--- config.mk ---
export PLATFORM = sky130hd
export DESIGN_NAME = sad_accum
export DESIGN_NICKNAME = d
export VERILOG_FILES = /design/src/rtl/sad_pkg.sv /design/src/rtl/sad_lane.sv /design/src/rtl/sad_reduce.sv /design/src/rtl/sad_stage.sv /design/src/rtl/sad_accum.sv
export SDC_FILE = /design/constraint.sdc
export NUM_CORES = 1
export LEC_CHECK = 0
export BUFFER_PORTS_ARGS = -buffer_cell sky130_fd_sc_hd__buf_2
export CAP_MARGIN = 10
export CORE_MARGIN = 8
export CORE_UTILIZATION = 59
export DETAILED_ROUTE_END_ITERATION = 8
export PLACE_DENSITY = 0.95
export RECOVER_POWER = 25
export SLEW_MARGIN = 20
export SYNTH_ARGS = -nofsm -noshare
export SYNTH_HDL_FRONTEND = slang
export SYNTH_SLANG_ARGS = --single-unit
--- constraint.sdc ---
create_clock -name clk -period 2.12 [get_ports clk]
set_input_delay 0.106 -clock clk [delete_from_list [all_inputs] [get_ports clk]]
set_output_delay 0.106 -clock clk [all_outputs]
set_load 0.1 [all_outputs]
--- src/rtl/sad_pkg.sv ---
package sad_pkg;
  localparam int unsigned LANE_W_DEF = 8;
  localparam int unsigned LANES_DEF  = 4;

  // Bits needed to hold LANES values of LANE_W bits each without overflow.
  function automatic int unsigned sum_width(input int unsigned lane_w,
                                            input int unsigned lanes);
    return lane_w + $clog2(lanes);
  endfunction
endpackage

--- src/rtl/sad_lane.sv ---
module sad_lane #(
  parameter int unsigned W = 8
) (
  input  logic [W-1:0] x,
  input  logic [W-1:0] y,
  output logic [W-1:0] diff,
  output logic         x_above
);
  function automatic logic [W-1:0] abs_gap(input logic [W-1:0] p,
                                           input logic [W-1:0] q);
    return (p > q) ? (p - q) : (q - p);
  endfunction

  assign x_above = (x > y);
  assign diff    = abs_gap(x, y);

  // the difference is zero exactly when the two bytes match
  always_comb begin
    a_r3_zero_iff_equal: assert ((diff == '0) == (x == y));
  end
endmodule

--- src/rtl/sad_reduce.sv ---
module sad_reduce #(
  parameter int unsigned W  = 8,
  parameter int unsigned N  = 4,
  parameter int unsigned SW = 10
) (
  input  logic [N*W-1:0] diffs,
  output logic [SW-1:0]  sum
);
  localparam logic [SW-1:0] SUM_CEIL = SW'(N * ((1 << W) - 1));

  function automatic logic [SW-1:0] add_lanes(input logic [N*W-1:0] d);
    logic [SW-1:0] acc_v;
    acc_v = '0;
    for (int i = 0; i < N; i++) acc_v = acc_v + SW'(d[i*W +: W]);
    return acc_v;
  endfunction

  assign sum = add_lanes(diffs);

  // the reduction never goes above the N * (2^W - 1) ceiling
  always_comb begin
    a_r4_no_overflow: assert (sum <= SUM_CEIL);
  end
endmodule

--- src/rtl/sad_stage.sv ---
module sad_stage #(
  parameter int unsigned DW = 32
) (
  input  logic          clk,
  input  logic          rst_n,
  input  logic          load,
  input  logic [DW-1:0] d,
  output logic [DW-1:0] q,
  output logic          q_valid
);
  always_ff @(posedge clk or negedge rst_n) begin
    if (!rst_n) begin
      q       <= '0;
      q_valid <= 1'b0;
    end else begin
      q_valid <= load;
      if (load) q <= d;
    end
  end

  // each request produces a valid result one cycle later
  a_r2_valid_follows: assert property (@(posedge clk) disable iff (!rst_n)
    load |=> q_valid);
  a_r2_idle_follows: assert property (@(posedge clk) disable iff (!rst_n)
    !load |=> !q_valid);
  // the output word holds while no request arrives
  a_r6_hold: assert property (@(posedge clk) disable iff (!rst_n)
    !load |=> $stable(q));
endmodule

--- src/rtl/sad_accum.sv ---
module sad_accum
  import sad_pkg::*;
#(
  parameter int unsigned LANE_W = LANE_W_DEF,
  parameter int unsigned LANES  = LANES_DEF
) (
  input  logic                    clk,
  input  logic                    rst_n,
  input  logic                    in_valid,
  input  logic [LANES*LANE_W-1:0] a,
  input  logic [LANES*LANE_W-1:0] b,
  input  logic [LANES*LANE_W-1:0] acc,
  input  logic                    acc_en,
  output logic [LANES*LANE_W-1:0] result,
  output logic                    out_valid
);
  localparam int unsigned DW = LANES * LANE_W;
  localparam int unsigned SW = sum_width(LANE_W, LANES);

  logic [DW-1:0]    lane_diffs;
  logic [LANES-1:0] lane_a_above;
  logic [SW-1:0]    lane_sum;
  logic [DW-1:0]    sum_wide;
  logic [DW-1:0]    next_word;

  for (genvar g = 0; g < LANES; g++) begin : g_lane
    sad_lane #(.W(LANE_W)) i_lane (
      .x      (a[g*LANE_W +: LANE_W]),
      .y      (b[g*LANE_W +: LANE_W]),
      .diff   (lane_diffs[g*LANE_W +: LANE_W]),
      .x_above(lane_a_above[g])
    );
  end

  sad_reduce #(.W(LANE_W), .N(LANES), .SW(SW)) i_reduce (
    .diffs(lane_diffs),
    .sum  (lane_sum)
  );

  function automatic logic [DW-1:0] combine(input logic [DW-1:0] s,
                                            input logic [DW-1:0] c,
                                            input logic          en);
    return en ? (s + c) : s;
  endfunction

  assign sum_wide  = DW'(lane_sum);
  assign next_word = combine(sum_wide, acc, acc_en);

  sad_stage #(.DW(DW)) i_stage (
    .clk    (clk),
    .rst_n  (rst_n),
    .load   (in_valid),
    .d      (next_word),
    .q      (result),
    .q_valid(out_valid)
  );

  // a non-accumulating result never reaches the high bits
  a_r7_plain_high_zero: assert property (@(posedge clk) disable iff (!rst_n)
    (in_valid && !acc_en) |=> (result[DW-1:SW] == '0));
  // lane differences never exceed the larger of the two bytes
  always_comb begin
    for (int i = 0; i < LANES; i++) begin
      a_r3_lane_bound: assert (lane_diffs[i*LANE_W +: LANE_W] <=
        (lane_a_above[i] ? a[i*LANE_W +: LANE_W] : b[i*LANE_W +: LANE_W]));
    end
  end
endmodule

==> results of run 1 <==
-- synth_stat cells (4+ instances only) --
cell        n  share of area [%]
a31oi_1     8               0.89
xnor2_1    49                7.6
a211oi_1   11                1.5
clkbuf_1    9               0.60
or3_1       4               0.45
xor2_1     12                1.9
and3_1      5               0.56
o21ai_0    22                2.0
nor2_1     27                1.8
o21a_1      4               0.53
o211ai_1    4               0.53
nor3b_1     4               0.53
a21oi_1    43                3.8
and2_1      6               0.67
dfrtp_1    33                 15
mux2i_1    25                4.5
nand2_1    38                2.5
a21boi_0    5               0.67
a21o_1     11                1.5
fa_1       19                6.8
o21bai_1    8                1.1
mux2_2      4               0.80
nor3_1      6               0.53
nand4_1     5               0.56
nor4_1      6               0.67
nand3_1    22                2.0
ha_1       86                 19
o22ai_1    23                2.6
nand2b_1    5               0.56
inv_1     140                9.4
-- logic make-up after synthesis --
logic type                 count (synthesis)
AOI/OAI and AO/OA                        167
buffers and inverters                    153
and+or+nand+nor                          150
adders and majority gates                105
xor gates and xnor gates                  61
DFF                                       33
muxes                                     29
-- per-stage QoR --
stage                     TNS, ns  cell area [um2]
after CTS                  -99.19             8720
after detailed placement  -109.46             7920
after global placement    -100.78             7920
after floorplan            -94.13             5940
-- timing repair --
action / CTS
hold buffers: 1
endpoints found under the hold margin: 33
gates resized for setup: 102
gates cloned: 1
pin swaps: 73
buffers inserted: 24
setup endpoints to repair: 31
==> key figures, run 1 <==
Placed design
  • Placed cell count: about 1.1k
  • Hpwl dp: 16.3 mm
  • Buffers on Ports: roughly 130
  • RePlAce Congestion: 0.919
  • Setup slack at placement: -3.91 ns

Clock tree
  • CTS Root Cell: clkbuf_8
  • Longest Clk Path Bufs: 2
  • Num Clock Sinks: 33
  • CTS Buf Count: 5
  • H-tree depth: 2

Outcome
  • First error: [ERROR DPL-0038] Utilization greater than 100%, impossible to legalize
  • Outcome: did not finish
  • Stop stage: global routing (5_1_grt)

Yosys
  • Register bit total from synthesis: 33
  • Yosys warns: 0
  • Mapped Cells: approximately 700
  • Synth Area in Adders: around a quarter
  • Top_reg_cell synth: dfrtp_1
  • Async SR Flop Fraction: between 90% and 100%
  • Post-Synth XOR/XNOR Area: 9.51%
  • Simple-gate area share of the yosys netlist: about 14%
  • Cell Area, Synth: approximately 5600 um2
  • Post-synthesis cell type count: 66
  • Multiplexer area fraction after synthesis: about 5.3%
  • Complex-gate fraction of the synthesized area: 20.2%
  • EDFF count, synth: 0
  • Register area share after synthesis: between 10 and 15%
  • Largest family of logic cells by synthesized area: adder cells
  • Synth Net Count: 903
  • Syn avg cell area: 8.04 um2

GRT
  • Largest net degree at the start of global routing: 34

STA
  • Worst ep type: sequential cell input
  • Post-GRT worst EP: i_stage.q[20]$_DFFE_PN0P_/D

Die
  • # rows: 35
  • Die width: 114 um
  • IO Pins: roughly 130
  • Starting density of the core: 60.8%
  • Die span in y: roughly 110 um
==> run 2, diff against run 1 <==
Settings changed: CORE_UTILIZATION 59 to 40, PLACE_DENSITY 0.95 to default, PLACE_DENSITY_LB_ADDON from default to 0.15.
==> key figures, run 2 <==
Outcome
  • Outcome: complete, but fails checks
  • Failing checks: setup timing

Finish
  • Largest register by flop count: i_stage.q
  • Final net count: between 1k and 1.5k
  • Diode count: 0
  • Largest registers: i_stage.q: 32 flops, i_stage.q_valid: 1 flops
  • Most common cell after layout, fill and taps aside: buf_4
  • Layout filler cell count: between 1k and 1.5k
  • Share of cells above drive strength 1: a little under half
  • Largest register FFs: 32
  • Area Overhead vs Synth: 57.5%
  • Most frequent cells in the layout: 173 x buf_4, 125 x inv_1, 123 x buf_2, 66 x ha_1, 42 x xnor2_1

Yosys
  • Synth Net Count: roughly 900
  • Async SR Flop Fraction: between 90% and 100%
  • Share of the synthesized area in the top cell type: about a fifth
  • EDFF count, synth: 0
  • Synth top area cells: ha_1 19%, dfrtp_1 15%, inv_1 9.4%, xnor2_1 7.6%, fa_1 6.8%
  • Top cell type by total area after synthesis: ha_1
  • Most numerous cell in the Yosys netlist: inv_1
  • Top_reg_cell synth: dfrtp_1
  • Post-synthesis cell type count: 66
  • Mapped Cells: 698
  • Post-synth top cells: 140 x inv_1, 86 x ha_1, 49 x xnor2_1, 43 x a21oi_1, 38 x nand2_1
  • Yosys warns: 0
  • Register bit total from synthesis: 33
  • Register area share after synthesis: between 10 and 15%
  • Cell Area, Synth: roughly 5600 um2
  • Syn avg cell area: ~8.0 um2

Worst setup path
  • Slowest CP cell: fa_1
  • Crit path capture type: register
  • R2R Setup Slk: ~1.3 ns
  • Critical Setup Path Class: input port to register
  • Critical path arrival: ~5.7 ns
  • CP required: 2.26 ns
  • Worst Path Max Fanout: 4
  • Max incr delay on CP: approximately 0.56 ns
  • Critical Path Start Type: input port
  • R2R cell count: 3

Hold path
  • Hold Path Depth: 3
  • Hold Crit Class: input port to register

Detailed routing
  • Final WL: 16.8 mm
  • DR vias/cell: ~5
  • Post-DR wirelength/cell: ~14 um
  • 1st-pass router iterations: 6
  • ANT nets after route: 0
  • DR iter-0 viols: 236
  • DR vias: 5,956
  • DRC viols: 0

STA
  • Final setup margin: -3.40 ns
  • Minimum clock period: about 5.5 ns
  • Final Cycle Share: 260%
  • Hold_ws: approximately 0.14 ns
  • RSZ-0062 raised after global routing: true
  • Fmax: 181 MHz
  • Clk_skew: 0 ns
  • Count of final hold-check violations: 0
  • Max transition margin: a little under half
  • Final Max Tran Viols: 0
  • Least-Margin Pin Slew: approximately 0.8 ns
  • Setup violators final: 31

Die
  • IO Pins: 133
  • Die area: around 18,000 um2
  • # rows: 43
  • Die width: 134 um
  • Starting density of the core: 40.8%
  • Die span in y: roughly 130 um
  • Core ar.: roughly 14,000 um2

Clock tree
  • Num Clock Sinks: 33
  • CTS Buf Count: 5
  • CTS tree: built
  • H-tree depth: 2
  • CTS Root Cell: clkbuf_16
  • Worst skew pair latency: 0.27 ns
  • Longest Clk Path Bufs: 2
  • Clk slew on worst S/H paths: approximately 0.060 ns

GRT
  • Global route overflow: 0
  • Vias in the first global route: ~6.4k
  • First-pass GRT wire length: between 20 and 30 mm
  • Initial antenna violation count: 0
  • Largest net degree at the start of global routing: 34
  • Total track usage: approximately 18%

Placed design
  • RePlAce Congestion: 0.896
  • Buffers on Ports: between 100 and 150
  • Hpwl dp: approximately 14 mm
  • Setup slack at placement: -3.78 ns

Job
  • Max-Cap Viols: 0
-- run 2: cell counts after synthesis --
Identical to the previous run, type by type.
-- run 2: cell families after synthesis --
family / share of synthesized area, %
AND/OR/NAND/NOR: 14.0
multiplexers: 5.26
flip-flops: 14.7
buffers and inverters: 10.3
XOR/XNOR: 9.51
AO/OA/AOI/OAI: 20.2
adder cells (fa/ha/maj): 25.9
-- run 2: final timing paths --
check                              from            end
max                                a[8]  i_stage.q[14]
min                             acc[20]  i_stage.q[20]
max reg2reg                i_stage.q[8]   i_stage.q[8]
min reg2reg                i_stage.q[2]   i_stage.q[2]
max in group asynchronous         rst_n   i_stage.q[0]
min in group asynchronous         rst_n  i_stage.q[27]
-- run 2: cell type report --
class	instances	area [um2]	share of cell area [%]
Inverter	140	536	6.05
Clock inverter	2	10.0	0.113
Timing Repair Buffer	317	2160	24.4
Multi-Input combinational cell	512	4960	56.1
Tap cell	180	225	2.55
Sequential cell	33	826	9.34
Clock buffer	6	129	1.46
-- run 2: routing by layer --
layer	track usage [%]	vias to the layer above	wire length, um
met2	34.9	142	9020
met1	20.3	2792	6840
met5	0	-	0
li1	-	3007	-
met3	2.23	15	804
met4	2.74	0	138
-- run 2: timing repair --
action / 4_1_cts / 5_1_grt
hold buffers: 1 / 0
pin swaps: 46 / 26
endpoints found under the hold margin: 33 / 0
gates resized for setup: 81 / 29
buffers inserted: 21 / 5
endpoints found under the setup margin: 31 / 32
-- run 2: worst max-delay path: cells and delay by family --
| kind | cells | cell delay, ns |
|---|---|---|
| compound gates | 8 | 1.41 |
| xor+xnor | 1 | 0.14 |
| fa+ha+maj | 7 | 2.25 |
| buf+inv | 7 | 0.62 |
| mux | 1 | 0.32 |
| simple gates | 6 | 0.80 |
-- run 2: through the flow --
step                setup TNS (ns)  cells  utilization, %  area [um2]
finish                      -96.66   1190            64.2        8850
global route               -102.84   1190            64.2        8850
detailed placement         -106.66   1159            57.9        7980
global placement           -103.17   1159            57.9        7980
CTS                         -95.97   1185            62.9        8660
floorplan                   -94.13    698               -        5940
Power of run 2 is not shown: default switching activity piles up to over one toggle a cycle in this logic, so the estimate is an artifact.
==> run 3, diff against run 2 <==
Settings changed: ABC_AREA from default to 1, SETUP_SLACK_MARGIN from default to 0.4.
==> key figures, run 3 <==
Clock tree
  • CTS Buf Count: 5
  • Num Clock Sinks: 33
  • Worst skew pair latency: just under 0.3 ns
  • Longest Clk Path Bufs: 2
  • H-tree depth: 2
  • CTS Root Cell: clkbuf_16
  • Clk slew on worst S/H paths: 0.06 ns
  • CTS tree: built

Hold path
  • WHS Endpoint: i_stage.q_valid
  • Hold Path Depth: 1
  • Hold Crit Class: input port to register
  • Hold path start: in_valid

Yosys
  • Post-synthesis cell type count: 37
  • Cell Area, Synth: approximately 6700 um2
  • Mapped Cells: 1,066
  • Synth top area cells: nand2_1 17%, ha_1 16%, dfrtp_1 12%, inv_1 11%, xor2_1 6.4%
  • Share of the synthesized area in the top cell type: 17.2%
  • Most numerous cell in the Yosys netlist: nand2_1
  • Synth Net Count: approximately 1.3k
  • EDFF count, synth: 0
  • Post-synth top cells: 306 x nand2_1, 192 x inv_1, 86 x ha_1, 74 x a21oi_1, 60 x nand3_1
  • Register area share after synthesis: approximately 12%
  • Async SR Flop Fraction: 100%
  • Top cell type by total area after synthesis: nand2_1
  • Register bit total from synthesis: 33
  • Yosys warns: 0
  • Top_reg_cell synth: dfrtp_1
  • Syn avg cell area: 6.28 um2

Finish
  • Largest register FFs: 32
  • Share of cells above drive strength 1: 41.1%
  • Diode count: 0
  • Post-route cell area: 10,300 um2
  • Largest register by flop count: i_stage.q
  • Area Overhead vs Synth: 54.5%
  • Most common cell after layout, fill and taps aside: nand2_1
  • Final net count: roughly 1.6k
  • Layout filler cell count: approximately 1.5k
  • Most frequent cells in the layout: 267 x nand2_1, 198 x buf_4, 165 x inv_1, 127 x buf_2, 59 x ha_1
  • Largest registers: i_stage.q: 32 flops, i_stage.q_valid: 1 flops

Worst setup path
  • Crit path capture type: register
  • Crit. Startpoint: a[0]
  • R2R Setup Slk: about 1.5 ns
  • Critical path arrival: between 4 and 5 ns
  • CP required: 2.34 ns
  • Worst r2r src: i_stage.q[9]
  • Most common cell on crit path: nand2_1
  • Slowest CP cell: fa_1
  • Critical Path Start Type: input port
  • Max incr delay on CP: ~0.50 ns
  • Worst Path Max Fanout: 5
  • R2R cell count: 2
  • R2r endpoint: i_stage.q[9]
  • Critical Setup Path Class: input port to register

Placed design
  • Placed Area: ~9200 um2
  • Hpwl dp: approximately 17 mm
  • RePlAce Congestion: 0.904
  • Buffers on Ports: 132

STA
  • Max transition margin: a little over two fifths
  • Least-Margin Pin Slew: about 0.86 ns
  • Hold_ws: ~0.093 ns
  • Final setup margin: -2.63 ns
  • Minimum clock period: ~4.8 ns
  • Setup violators final: 31
  • Final Cycle Share: 224%
  • RSZ-0062 raised after global routing: true
  • Fmax: between 200 and 250 MHz
  • Count of final hold-check violations: 0
  • Setup TNS: -74.74 ns
  • Final Max Tran Viols: 0
  • Clk_skew: 0 ns

Outcome
  • Failing checks: setup timing
  • Outcome: complete, but fails checks

GRT
  • Global route overflow: 0
  • Largest net degree at the start of global routing: 34
  • Initial antenna violation count: 0
  • First-pass GRT wire length: 36.0 mm
  • Total track usage: approximately a fifth
  • Vias in the first global route: 7,948

Detailed routing
  • 1st-pass router iterations: 7
  • DR top layer: met4
  • Post-DR wirelength/cell: about 13 um
  • Final WL: 21.5 mm
  • DRC viols: 0
  • DR vias: about 7.8k
  • Met2 WL: a little over 10 mm
  • DR vias/cell: between 4 and 5
  • DR iter-0 viols: between 400 and 500
  • ANT nets after route: 0
  • WL met3: between 1 and 1.5 mm
  • Wl on met1: 10.0 mm

Die
  • Core ar.: approximately 16,000 um2
  • # rows: 47
  • Die span in y: ~150 um
  • Starting density of the core: between 40% and 50%
  • Die width: ~150 um
  • IO Pins: between 100 and 150
  • Die area: ~21,000 um2

Job
  • Max-Cap Viols: 0
==> run 3: final cells by class <==
cell class,instances,area (um2),area share (%)
inverters,207,802,7.75
multi-input cells,810,5940,57.4
repair buffers,345,2360,22.8
clock buffers,5,125,1.21
flip-flops and latches,33,826,7.98
well taps,220,275,2.66
clock inverters,3,17.5,0.169
==> run 3: metrics by stage <==
step,utilization (%),instances,setup WS (ns)
detailed placement,55.8,1581,-3.10
global route,62.8,1623,-2.96
global placement,55.8,1581,-2.98
finish,62.8,1623,-2.63
floorplan,-,1066,-2.51
CTS,60.9,1619,-2.53
==> run 3: kinds of logic (layout without fill, tap and decap cells) <==
logic type	count (synthesis)	count (layout)	synth area share, %
and+or+nand+nor	494	496	32.7
DFF	33	33	12.3
buffers and inverters	225	560	13.5
xor gates and xnor gates	55	55	7.20
AOI/OAI and AO/OA	154	154	12.5
adders and majority gates	105	105	21.8
==> run 3: critical path: cells and delay by family <==
family / cells / cell delay [ns]
xor+xnor: 1 / 0.14
buf+inv: 5 / 0.31
compound gates: 5 / 0.72
fa+ha+maj: 6 / 1.85
simple gates: 18 / 1.82
==> run 3: how the worst max path moves through the flow <==
stage,end,slack [ns],cells past startpoint
6_report,i_stage.q[28],-2.63,35
5_1_grt,i_stage.q[18],-2.96,39
4_1_cts,i_stage.q[22],-2.53,39
3_5_place_dp,i_stage.q[25],-3.10,38
3_3_place_gp,i_stage.q[25],-2.98,38
2_1_floorplan,i_stage.q[29],-2.51,36
==> run 3: timing repair <==
action / 4_1_cts / 5_1_grt
cloned: 2 / 0
hold buffers: 1 / 0
pin swaps: 80 / 44
endpoints found under the hold margin: 33 / 0
resized for setup: 115 / 67
buffers inserted: 27 / 4
endpoints found under the setup margin: 32 / 32
==> run 3: per-layer routing <==
layer,global-route usage [%],vias up
li1,-,4028
met1,26.2,3544
met2,33.4,227
met3,2.95,34
met4,3.23,0
met5,0,-
Power of run 3 is left out for the same reason.
==> run 4, diff against run 3 <==
Settings changed: CELL_PAD_IN_SITES_DETAIL_PLACEMENT from default to 1, CELL_PAD_IN_SITES_GLOBAL_PLACEMENT from default to 1, CORE_ASPECT_RATIO from default to 1.75.
==> key figures, run 4 <==
Yosys
  • EDFF count, synth: 0
  • Register bit total from synthesis: 33
  • Register area share after synthesis: roughly an eighth
  • Simple-gate area share of the yosys netlist: about a third
  • Post-synth top cells: 306 x nand2_1, 192 x inv_1, 86 x ha_1, 74 x a21oi_1, 60 x nand3_1
  • Synth Area in Adders: a little over a fifth
  • Top_reg_cell synth: dfrtp_1
  • Post-synthesis cell type count: 37
  • Mapped Cells: 1,066
  • Complex-gate fraction of the synthesized area: around an eighth
  • Multiplexer area fraction after synthesis: 0%
  • Syn avg cell area: ~6.3 um2
  • Top cell type by total area after synthesis: nand2_1
  • Async SR Flop Fraction: 100%
  • Share of the synthesized area in the top cell type: between 10% and 20%
  • Cell Area, Synth: 6690 um2
  • Most numerous cell in the Yosys netlist: nand2_1
  • Synth top area cells: nand2_1 17%, ha_1 16%, dfrtp_1 12%, inv_1 11%, xor2_1 6.4%
  • Largest family of logic cells by synthesized area: simple AND/OR/NAND/NOR gates
  • Synth Net Count: approximately 1.3k
  • Post-Synth XOR/XNOR Area: 7.20%
  • Yosys warns: 0

Clock tree
  • CTS Root Cell: clkbuf_16
  • Num Clock Sinks: 33
  • H-tree depth: 2
  • Longest Clk Path Bufs: 2
  • CTS Buf Count: 5

Outcome
  • Stop stage: global routing (5_1_grt)
  • First error: [ERROR GRT-0232] Routing congestion too high. Check the congestion heatmap in the GUI.
  • Outcome: did not finish

GRT
  • Total track usage: between 50% and 60%
  • Initial antenna violation count: 2
  • Global route overflow: 2
  • Largest net degree at the start of global routing: 34

STA
  • Post-GRT worst EP: i_stage.q[21]$_DFFE_PN0P_/D
  • Worst ep type: sequential cell input

Die
  • IO Pins: around 130
  • # rows: between 60 and 70
  • Die width: between 100 and 150 um
  • Starting density of the core: just over 40%
  • Die span in y: 187 um

Placed design
  • Hpwl dp: 24.5 mm
  • Setup slack at placement: -3.40 ns
  • Buffers on Ports: 132
  • RePlAce Congestion: 0.915
[run 4: cell counts after synthesis]
Identical to the previous run, type by type.
[run 4: kinds of logic after synthesis]
group | after synthesis
xor gates and xnor gates | 55
DFF | 33
and+or+nand+nor | 494
AOI/OAI and AO/OA | 154
adders and majority gates | 105
buffers and inverters | 225
[run 4: timing repair]
| action | in CTS |
|---|---|
| pin swaps | 92 |
| hold buffers | 2 |
| endpoints found under the hold margin | 34 |
| resized for setup | 141 |
| buffers inserted | 23 |
| cloned | 1 |
| setup endpoints to repair | 32 |
[run 4: layer usage]
metal,overflow,global-route usage [%]
met5,0,2.46
met2,2,82.1
met1,0,49.6
met4,0,61.5
met3,0,33.8
[run 4: per-stage QoR]
step                cell area (um2)  cells
floorplan                      7010   1066
global placement               9350   1604
detailed placement             9350   1604
CTS                           10300   1638
